File: src/rtl/dlmsWuPkg.sv
package dlmsWuPkg;

  // Strobes the control issues to the datapath for one clock cycle.
  typedef struct packed {
    logic shiftLine;    // advance the sample history
    logic loadWeights;  // commit the updated coefficients
  } wuStrobes_t;

  // Larger of two widths, used for sizing the accumulation adder.
  function automatic int maxOf(input int a, input int b);
    return (a > b) ? a : b;
  endfunction

endpackage

File: src/rtl/dlmsWuCtrl.sv
module dlmsWuCtrl
  import dlmsWuPkg::*;
(
  input  logic       rstN,
  input  logic       sampleValid,
  output wuStrobes_t strobes
);

  // One accepted sample both advances the history and commits the
  // update; both are held off while reset is asserted.
  always_comb begin
    strobes.shiftLine   = sampleValid & rstN;
    strobes.loadWeights = sampleValid & rstN;
  end

endmodule

File: src/rtl/dlmsWuScale.sv
module dlmsWuScale #(
  parameter int EW       = 10,
  parameter int MU_SHIFT = 2,
  localparam int SEW     = EW + 2
) (
  input  logic [EW-1:0]         errIn,
  output logic signed [SEW-1:0] mulOne,
  output logic signed [SEW-1:0] mulTwo,
  output logic signed [SEW-1:0] mulThree,
  output logic signed [SEW-1:0] negOne,
  output logic signed [SEW-1:0] negTwo
);

  logic signed [EW-1:0]  scaled;
  logic signed [SEW-1:0] scaledExt;

  // Step size is 2^-MU_SHIFT: arithmetic shift, rounding toward -inf.
  assign scaled    = $signed(errIn) >>> MU_SHIFT;
  assign scaledExt = {{(SEW-EW){scaled[EW-1]}}, scaled};

  // Multiples shared by every tap multiplier.
  assign mulOne   = scaledExt;
  assign mulTwo   = scaledExt <<< 1;
  assign mulThree = mulTwo + scaledExt;
  assign negOne   = -scaledExt;
  assign negTwo   = -mulTwo;

endmodule

File: src/rtl/dlmsWuTapMac.sv
module dlmsWuTapMac
  import dlmsWuPkg::*;
#(
  parameter int XW  = 8,
  parameter int SEW = 12,
  parameter int WW  = 16,
  localparam int ND = XW / 2,
  localparam int PW = SEW + XW,
  localparam int AW = maxOf(WW, PW) + 1
) (
  input  logic                  clk,
  input  logic                  rstN,
  input  logic                  load,
  input  logic [XW-1:0]         xTap,
  input  logic signed [SEW-1:0] mulOne,
  input  logic signed [SEW-1:0] mulTwo,
  input  logic signed [SEW-1:0] mulThree,
  input  logic signed [SEW-1:0] negOne,
  input  logic signed [SEW-1:0] negTwo,
  output logic [WW-1:0]         weight
);

  localparam logic signed [AW-1:0] SAT_HI = {{(AW-WW+1){1'b0}}, {(WW-1){1'b1}}};
  localparam logic signed [AW-1:0] SAT_LO = {{(AW-WW+1){1'b1}}, {(WW-1){1'b0}}};

  logic signed [SEW-1:0] partial [ND];
  logic signed [PW-1:0]  partialExt [ND];

  // One partial product per two-bit digit: decode, then AND-OR select.
  for (genvar k = 0; k < ND; k++) begin : g_digit
    logic [1:0] dig;
    logic       selA;
    logic       selB;
    logic       selC;
    assign dig  = xTap[2*k +: 2];
    assign selA = dig[0] & ~dig[1];
    assign selB = ~dig[0] & dig[1];
    assign selC = dig[0] & dig[1];
    if (k == ND - 1) begin : g_top
      // Signed top digit: 01 -> +1, 10 -> -2, 11 -> -1.
      assign partial[k] = ({SEW{selA}} & mulOne)
                        | ({SEW{selB}} & negTwo)
                        | ({SEW{selC}} & negOne);
    end else begin : g_low
      assign partial[k] = ({SEW{selA}} & mulOne)
                        | ({SEW{selB}} & mulTwo)
                        | ({SEW{selC}} & mulThree);
    end
    assign partialExt[k] = {{(PW-SEW){partial[k][SEW-1]}}, partial[k]};
  end

  // Shift-add chain combining the digit products by place value.
  logic signed [PW-1:0] product;
  always_comb begin
    product = '0;
    for (int k = 0; k < ND; k++) begin
      product = product + (partialExt[k] <<< (2 * k));
    end
  end

  logic signed [AW-1:0] sumWide;
  logic signed [AW-1:0] sumSat;
  assign sumWide = {{(AW-WW){weight[WW-1]}}, weight}
                 + {{(AW-PW){product[PW-1]}}, product};

  always_comb begin
    if (sumWide > SAT_HI) begin
      sumSat = SAT_HI;
    end else if (sumWide < SAT_LO) begin
      sumSat = SAT_LO;
    end else begin
      sumSat = sumWide;
    end
  end

  always_ff @(posedge clk) begin
    if (!rstN) begin
      weight <= '0;
    end else if (load) begin
      weight <= sumSat[WW-1:0];
    end
  end

endmodule

File: src/rtl/dlmsWuDatapath.sv
module dlmsWuDatapath
  import dlmsWuPkg::*;
#(
  parameter int NTAPS     = 4,
  parameter int XW        = 8,
  parameter int EW        = 10,
  parameter int WW        = 16,
  parameter int MU_SHIFT  = 2,
  parameter int ALIGN_DLY = 1,
  localparam int SEW      = EW + 2,
  localparam int LINE     = NTAPS + ALIGN_DLY - 1
) (
  input  logic                  clk,
  input  logic                  rstN,
  input  wuStrobes_t            strobes,
  input  logic [XW-1:0]         sampleIn,
  input  logic [EW-1:0]         errIn,
  output logic [NTAPS*WW-1:0]   weightsOut
);

  // Sample history: histView[0] is the sample arriving now.
  logic [XW-1:0] lineReg  [LINE];
  logic [XW-1:0] histView [LINE+1];

  always_ff @(posedge clk) begin
    if (!rstN) begin
      for (int j = 0; j < LINE; j++) begin
        lineReg[j] <= '0;
      end
    end else if (strobes.shiftLine) begin
      lineReg[0] <= sampleIn;
      for (int j = 1; j < LINE; j++) begin
        lineReg[j] <= lineReg[j-1];
      end
    end
  end

  always_comb begin
    histView[0] = sampleIn;
    for (int j = 1; j <= LINE; j++) begin
      histView[j] = lineReg[j-1];
    end
  end

  logic signed [SEW-1:0] mulOne;
  logic signed [SEW-1:0] mulTwo;
  logic signed [SEW-1:0] mulThree;
  logic signed [SEW-1:0] negOne;
  logic signed [SEW-1:0] negTwo;

  dlmsWuScale #(
    .EW       (EW),
    .MU_SHIFT (MU_SHIFT)
  ) scale_i (
    .errIn    (errIn),
    .mulOne   (mulOne),
    .mulTwo   (mulTwo),
    .mulThree (mulThree),
    .negOne   (negOne),
    .negTwo   (negTwo)
  );

  for (genvar i = 0; i < NTAPS; i++) begin : g_tap
    dlmsWuTapMac #(
      .XW  (XW),
      .SEW (SEW),
      .WW  (WW)
    ) mac_i (
      .clk      (clk),
      .rstN     (rstN),
      .load     (strobes.loadWeights),
      .xTap     (histView[ALIGN_DLY+i]),
      .mulOne   (mulOne),
      .mulTwo   (mulTwo),
      .mulThree (mulThree),
      .negOne   (negOne),
      .negTwo   (negTwo),
      .weight   (weightsOut[i*WW +: WW])
    );
  end

endmodule

File: src/rtl/dlmsWeightUpdate.sv
module dlmsWeightUpdate
  import dlmsWuPkg::*;
#(
  parameter int NTAPS     = 4,
  parameter int XW        = 8,
  parameter int EW        = 10,
  parameter int WW        = 16,
  parameter int MU_SHIFT  = 2,
  parameter int ALIGN_DLY = 1
) (
  input  logic                clk,
  input  logic                rstN,
  input  logic                sampleValid,
  input  logic [XW-1:0]       sampleIn,
  input  logic [EW-1:0]       errIn,
  output logic [NTAPS*WW-1:0] weightsOut
);

  wuStrobes_t strobes;

  dlmsWuCtrl ctrl_i (
    .rstN        (rstN),
    .sampleValid (sampleValid),
    .strobes     (strobes)
  );

  dlmsWuDatapath #(
    .NTAPS     (NTAPS),
    .XW        (XW),
    .EW        (EW),
    .WW        (WW),
    .MU_SHIFT  (MU_SHIFT),
    .ALIGN_DLY (ALIGN_DLY)
  ) dp_i (
    .clk        (clk),
    .rstN       (rstN),
    .strobes    (strobes),
    .sampleIn   (sampleIn),
    .errIn      (errIn),
    .weightsOut (weightsOut)
  );

endmodule

File: config.mk
export PLATFORM = sky130hd
export DESIGN_NAME = dlmsWeightUpdate
export DESIGN_NICKNAME = d
export VERILOG_FILES = /design/src/rtl/dlmsWuPkg.sv /design/src/rtl/dlmsWuCtrl.sv /design/src/rtl/dlmsWuScale.sv /design/src/rtl/dlmsWuTapMac.sv /design/src/rtl/dlmsWuDatapath.sv /design/src/rtl/dlmsWeightUpdate.sv
export SDC_FILE = /design/constraint.sdc
export NUM_CORES = 1
export LEC_CHECK = 0
export ABC_AREA = 1
export ABC_CLOCK_PERIOD_IN_PS = 5700
export BUFFER_PORTS_ARGS = -buffer_cell sky130_fd_sc_hd__buf_4
export CAP_MARGIN = 20
export CORE_AREA = 2 2 257 157
export DETAILED_ROUTE_END_ITERATION = 8
export DIE_AREA = 0 0 259 159
export SLEW_MARGIN = 20
export SYNTH_ARGS = -nofsm -noshare
export SYNTH_HDL_FRONTEND = slang
export SYNTH_SLANG_ARGS = --single-unit
File: constraint.sdc
create_clock -name clk -period 5.7 [get_ports clk]
set_clock_uncertainty 0.2 [all_clocks]
set_input_delay 0.57 -clock clk [delete_from_list [all_inputs] [get_ports clk]]
set_output_delay 0.57 -clock clk [all_outputs]
set_load 0.1 [all_outputs]
==> out/metrics.yaml <==
logic_synthesis:
  syn_nets: 2497
  synth.avg_cell_area_um2: 7.05
  synth-seq-cells: 96
  synth_area_um2: 15400
  synth_enable_flop_cells: 32
  async_flop_share: 0
  postSynthCellCount: 2181
  synth_ff_type: "dfxtp_1"
  yosys_warnings: 0
  ys_types: 39
  seq_area_frac_synth: 0.146
pwr:
  ir_drop_mv: 0.383
  power.density_nw_per_um2: 665
  p_leak_nw: 10.2
  power_mw: 12.9
sta:
  finalMaxSlewViolations: 0
  worst_slew_pin_slew_ns: 1.06
  min_period_ns: 5.50
  relSlewSlack: 0.293
  hold_viol: 0
  period_share: 0.966
  setup_viol: 0
  tns_ns: 0
  fmax_mhz: 182
placed_design:
  port_buffers: 82
  place_inst: 2973
  dp_hpwl_mm: 39.9
  gp_congestion: 0.947
floorplanning:
  die_area_um2: 41200
  num_rows: 56
  core_area_um2: 38700
  start_util: 0.397
  die_y_um: 159
  ios: 85
  die_w_um: 259
worst_setup_path:
  crit_required_ns: 5.81
  timing.rr.start: "dp_i.lineReg[0][6]$_SDFFCE_PN0P_"
  crit_path_start_kind: "input pin"
  crit_top_cell: "nand2_1"
  r2r_slack_ns: 0.69
  crit_type: "in -> reg"
  cp.arrival_ns: 5.62
  crit_path_max_incr_delay_ns: 0.57
  crit_path_top_delay_cell: "fa_1"
  worstSetupEndpointType: "flip-flop"
  critPathLaunch: "errIn[2]"
  crit_fanout: 13
cells_and_area:
  fin_nets: 2786
  drive_gt1_frac: 0.201
  fillers: 3850
  layout.cells.non_filler: 2997
  final_util: 0.499
  diodes: 0
  area_delta_synth_final_pct: 25.8
grt:
  grt_pass1_vias: 13900
  grt_first_pass_wirelength_mm: 76.3
  track_usage: 0.238
  grt-ovfl-total: 0
  grt_max_degree: 45
  antenna_found_initial: 0
worst_hold_path:
  min_path_type: "reg -> reg"
  min_from: "dp_i.g_tap[3].mac_i.weight[1]$_SDFFE_PN0P_"
detailed_routing:
  drt_iter0_drc: 1475
  viasPerCell: 4.98
  wl_per_cell_um: 16.6
  ant_nets: 0
  drt_pass1_iterations: 6
  routed_wl_mm: 49.7
  vias: 14900
  route.detailed.drc: 0
clock_tree:
  clk_path_buf_depth: 2
  cts_tree: "built"
  path_clk_slew_ns: 0.08
  clk_latency_ns: 0.40
  cts.sinks: 96
  numCtsBuffers: 9
  cts_root_buffer: "clkbuf_16"
  h-tree-depth: 3
job:
  max_cap_violations: 0
outcome:
  outcome: "finished, final reports clean"
-- worst paths after layout --
kind / end / cells after the start
max: dp_i.g_tap[1].mac_i.weight[2]$_SDFFE_PN0P_ / 31
min: dp_i.g_tap[3].mac_i.weight[1]$_SDFFE_PN0P_ / 2
max reg2reg: dp_i.g_tap[0].mac_i.weight[3]$_SDFFE_PN0P_ / 27
min reg2reg: dp_i.g_tap[3].mac_i.weight[1]$_SDFFE_PN0P_ / 2
-- cell families after synthesis --
group,share of synthesized area
compound gates,0.118
simple gates,0.223
flops,0.146
fa+ha+maj,0.328
xor+xnor,0.0364
buf+inv,0.148
-- cells in the final DEF (no fill, tap or decap), types with 31 or more instances in the layout --
cell type and instances:
nand3_1 75, ha_1 84, nor2_1 130, o221ai_1 66, xor2_1 31, edfxtp_1 32
o21ai_0 33, a21oi_1 65, nand2_2 35, inv_1 541, buf_4 306, fa_1 176
nand2_1 556, dfxtp_1 64
-- what timing repair did --
action	in CTS	in global routing
pin swaps	1	43
setup buffers	0	7
gates cloned	0	1
endpoints found under the setup margin	4	63
gates resized for setup	1	138
hold buffers	0	0
-- cells in the mapped netlist, drive strengths merged, types with 2 or more instances --
cell / count / area, um^2
and3: 3 / 18.8
inv: 553 / 2080
nand3b: 5 / 37.5
o21ai: 43 / 226
nand3: 84 / 445
a31oi: 12 / 75.1
dfxtp: 64 / 1280
xnor2: 29 / 262
a22oi: 3 / 22.5
nand2: 593 / 2250
nor2: 148 / 566
a21oi: 91 / 504
o211ai: 25 / 188
o221ai: 70 / 613
clkinv: 3 / 11.3
nand4: 8 / 50.1
xor2: 34 / 298
nor3: 13 / 65.1
o22ai: 24 / 150
edfxtp: 32 / 961
fa: 181 / 3620
ha: 114 / 1430
buf: 9 / 62.6
clkbuf: 35 / 131
o21a: 2 / 15.0
-- critical path: cells and delay by family --
| family | cells | cell delay [ns] |
|---|---|---|
| AOI/OAI and AO/OA | 6 | 0.85 |
| xor gates and xnor gates | 1 | 0.16 |
| adders and majority gates | 6 | 2.40 |
| buffers and inverters | 6 | 0.67 |
| and+or+nand+nor | 12 | 0.96 |
-- registers in the layout, indices dropped and copies added (netlist names) --
register                 cells
dp_i.g_tap.mac_i.weight     64
dp_i.lineReg                32
-- layout make-up --
class / count / area, um^2 / area share
multi-input cells: 1486 / 11500 / 0.595
repair buffers: 321 / 2550 / 0.132
flip-flops and latches: 96 / 2240 / 0.116
inverters: 556 / 2090 / 0.108
well taps: 522 / 653 / 0.0338
clock buffers: 9 / 225 / 0.0116
clock inverters: 7 / 72.6 / 0.00375
-- power breakdown --
part	internal [mW]	leakage (nW)	switching, mW	total [mW]
combinational	4.54	9.19	6.53	11.1
sequential	0.896	0.884	0.218	1.11
clock	0.311	0.143	0.366	0.678
total	5.74	10.2	7.12	12.9
-- per-layer routing --
layer	vias to the layer above	part of all wire	GRT usage
li1	7303	-	-
met1	7020	0.49	0.377
met2	561	0.40	0.333
met3	46	0.097	0.0528
met4	0	0.014	0.0307
met5	-	0	0
-- stage by stage --
stage	setup slack [ns]	hold WS, ns	cell area, um^2
final	0.196	0.281	19300
after global routing	-0.0850	0.289	19300
after CTS	0.00414	0.277	18600
after detailed placement	-0.454	0.270	18300
after global placement	-0.333	0.264	18300
after floorplan	0.0171	0.383	15400
(Power assumes the default switching activity.)
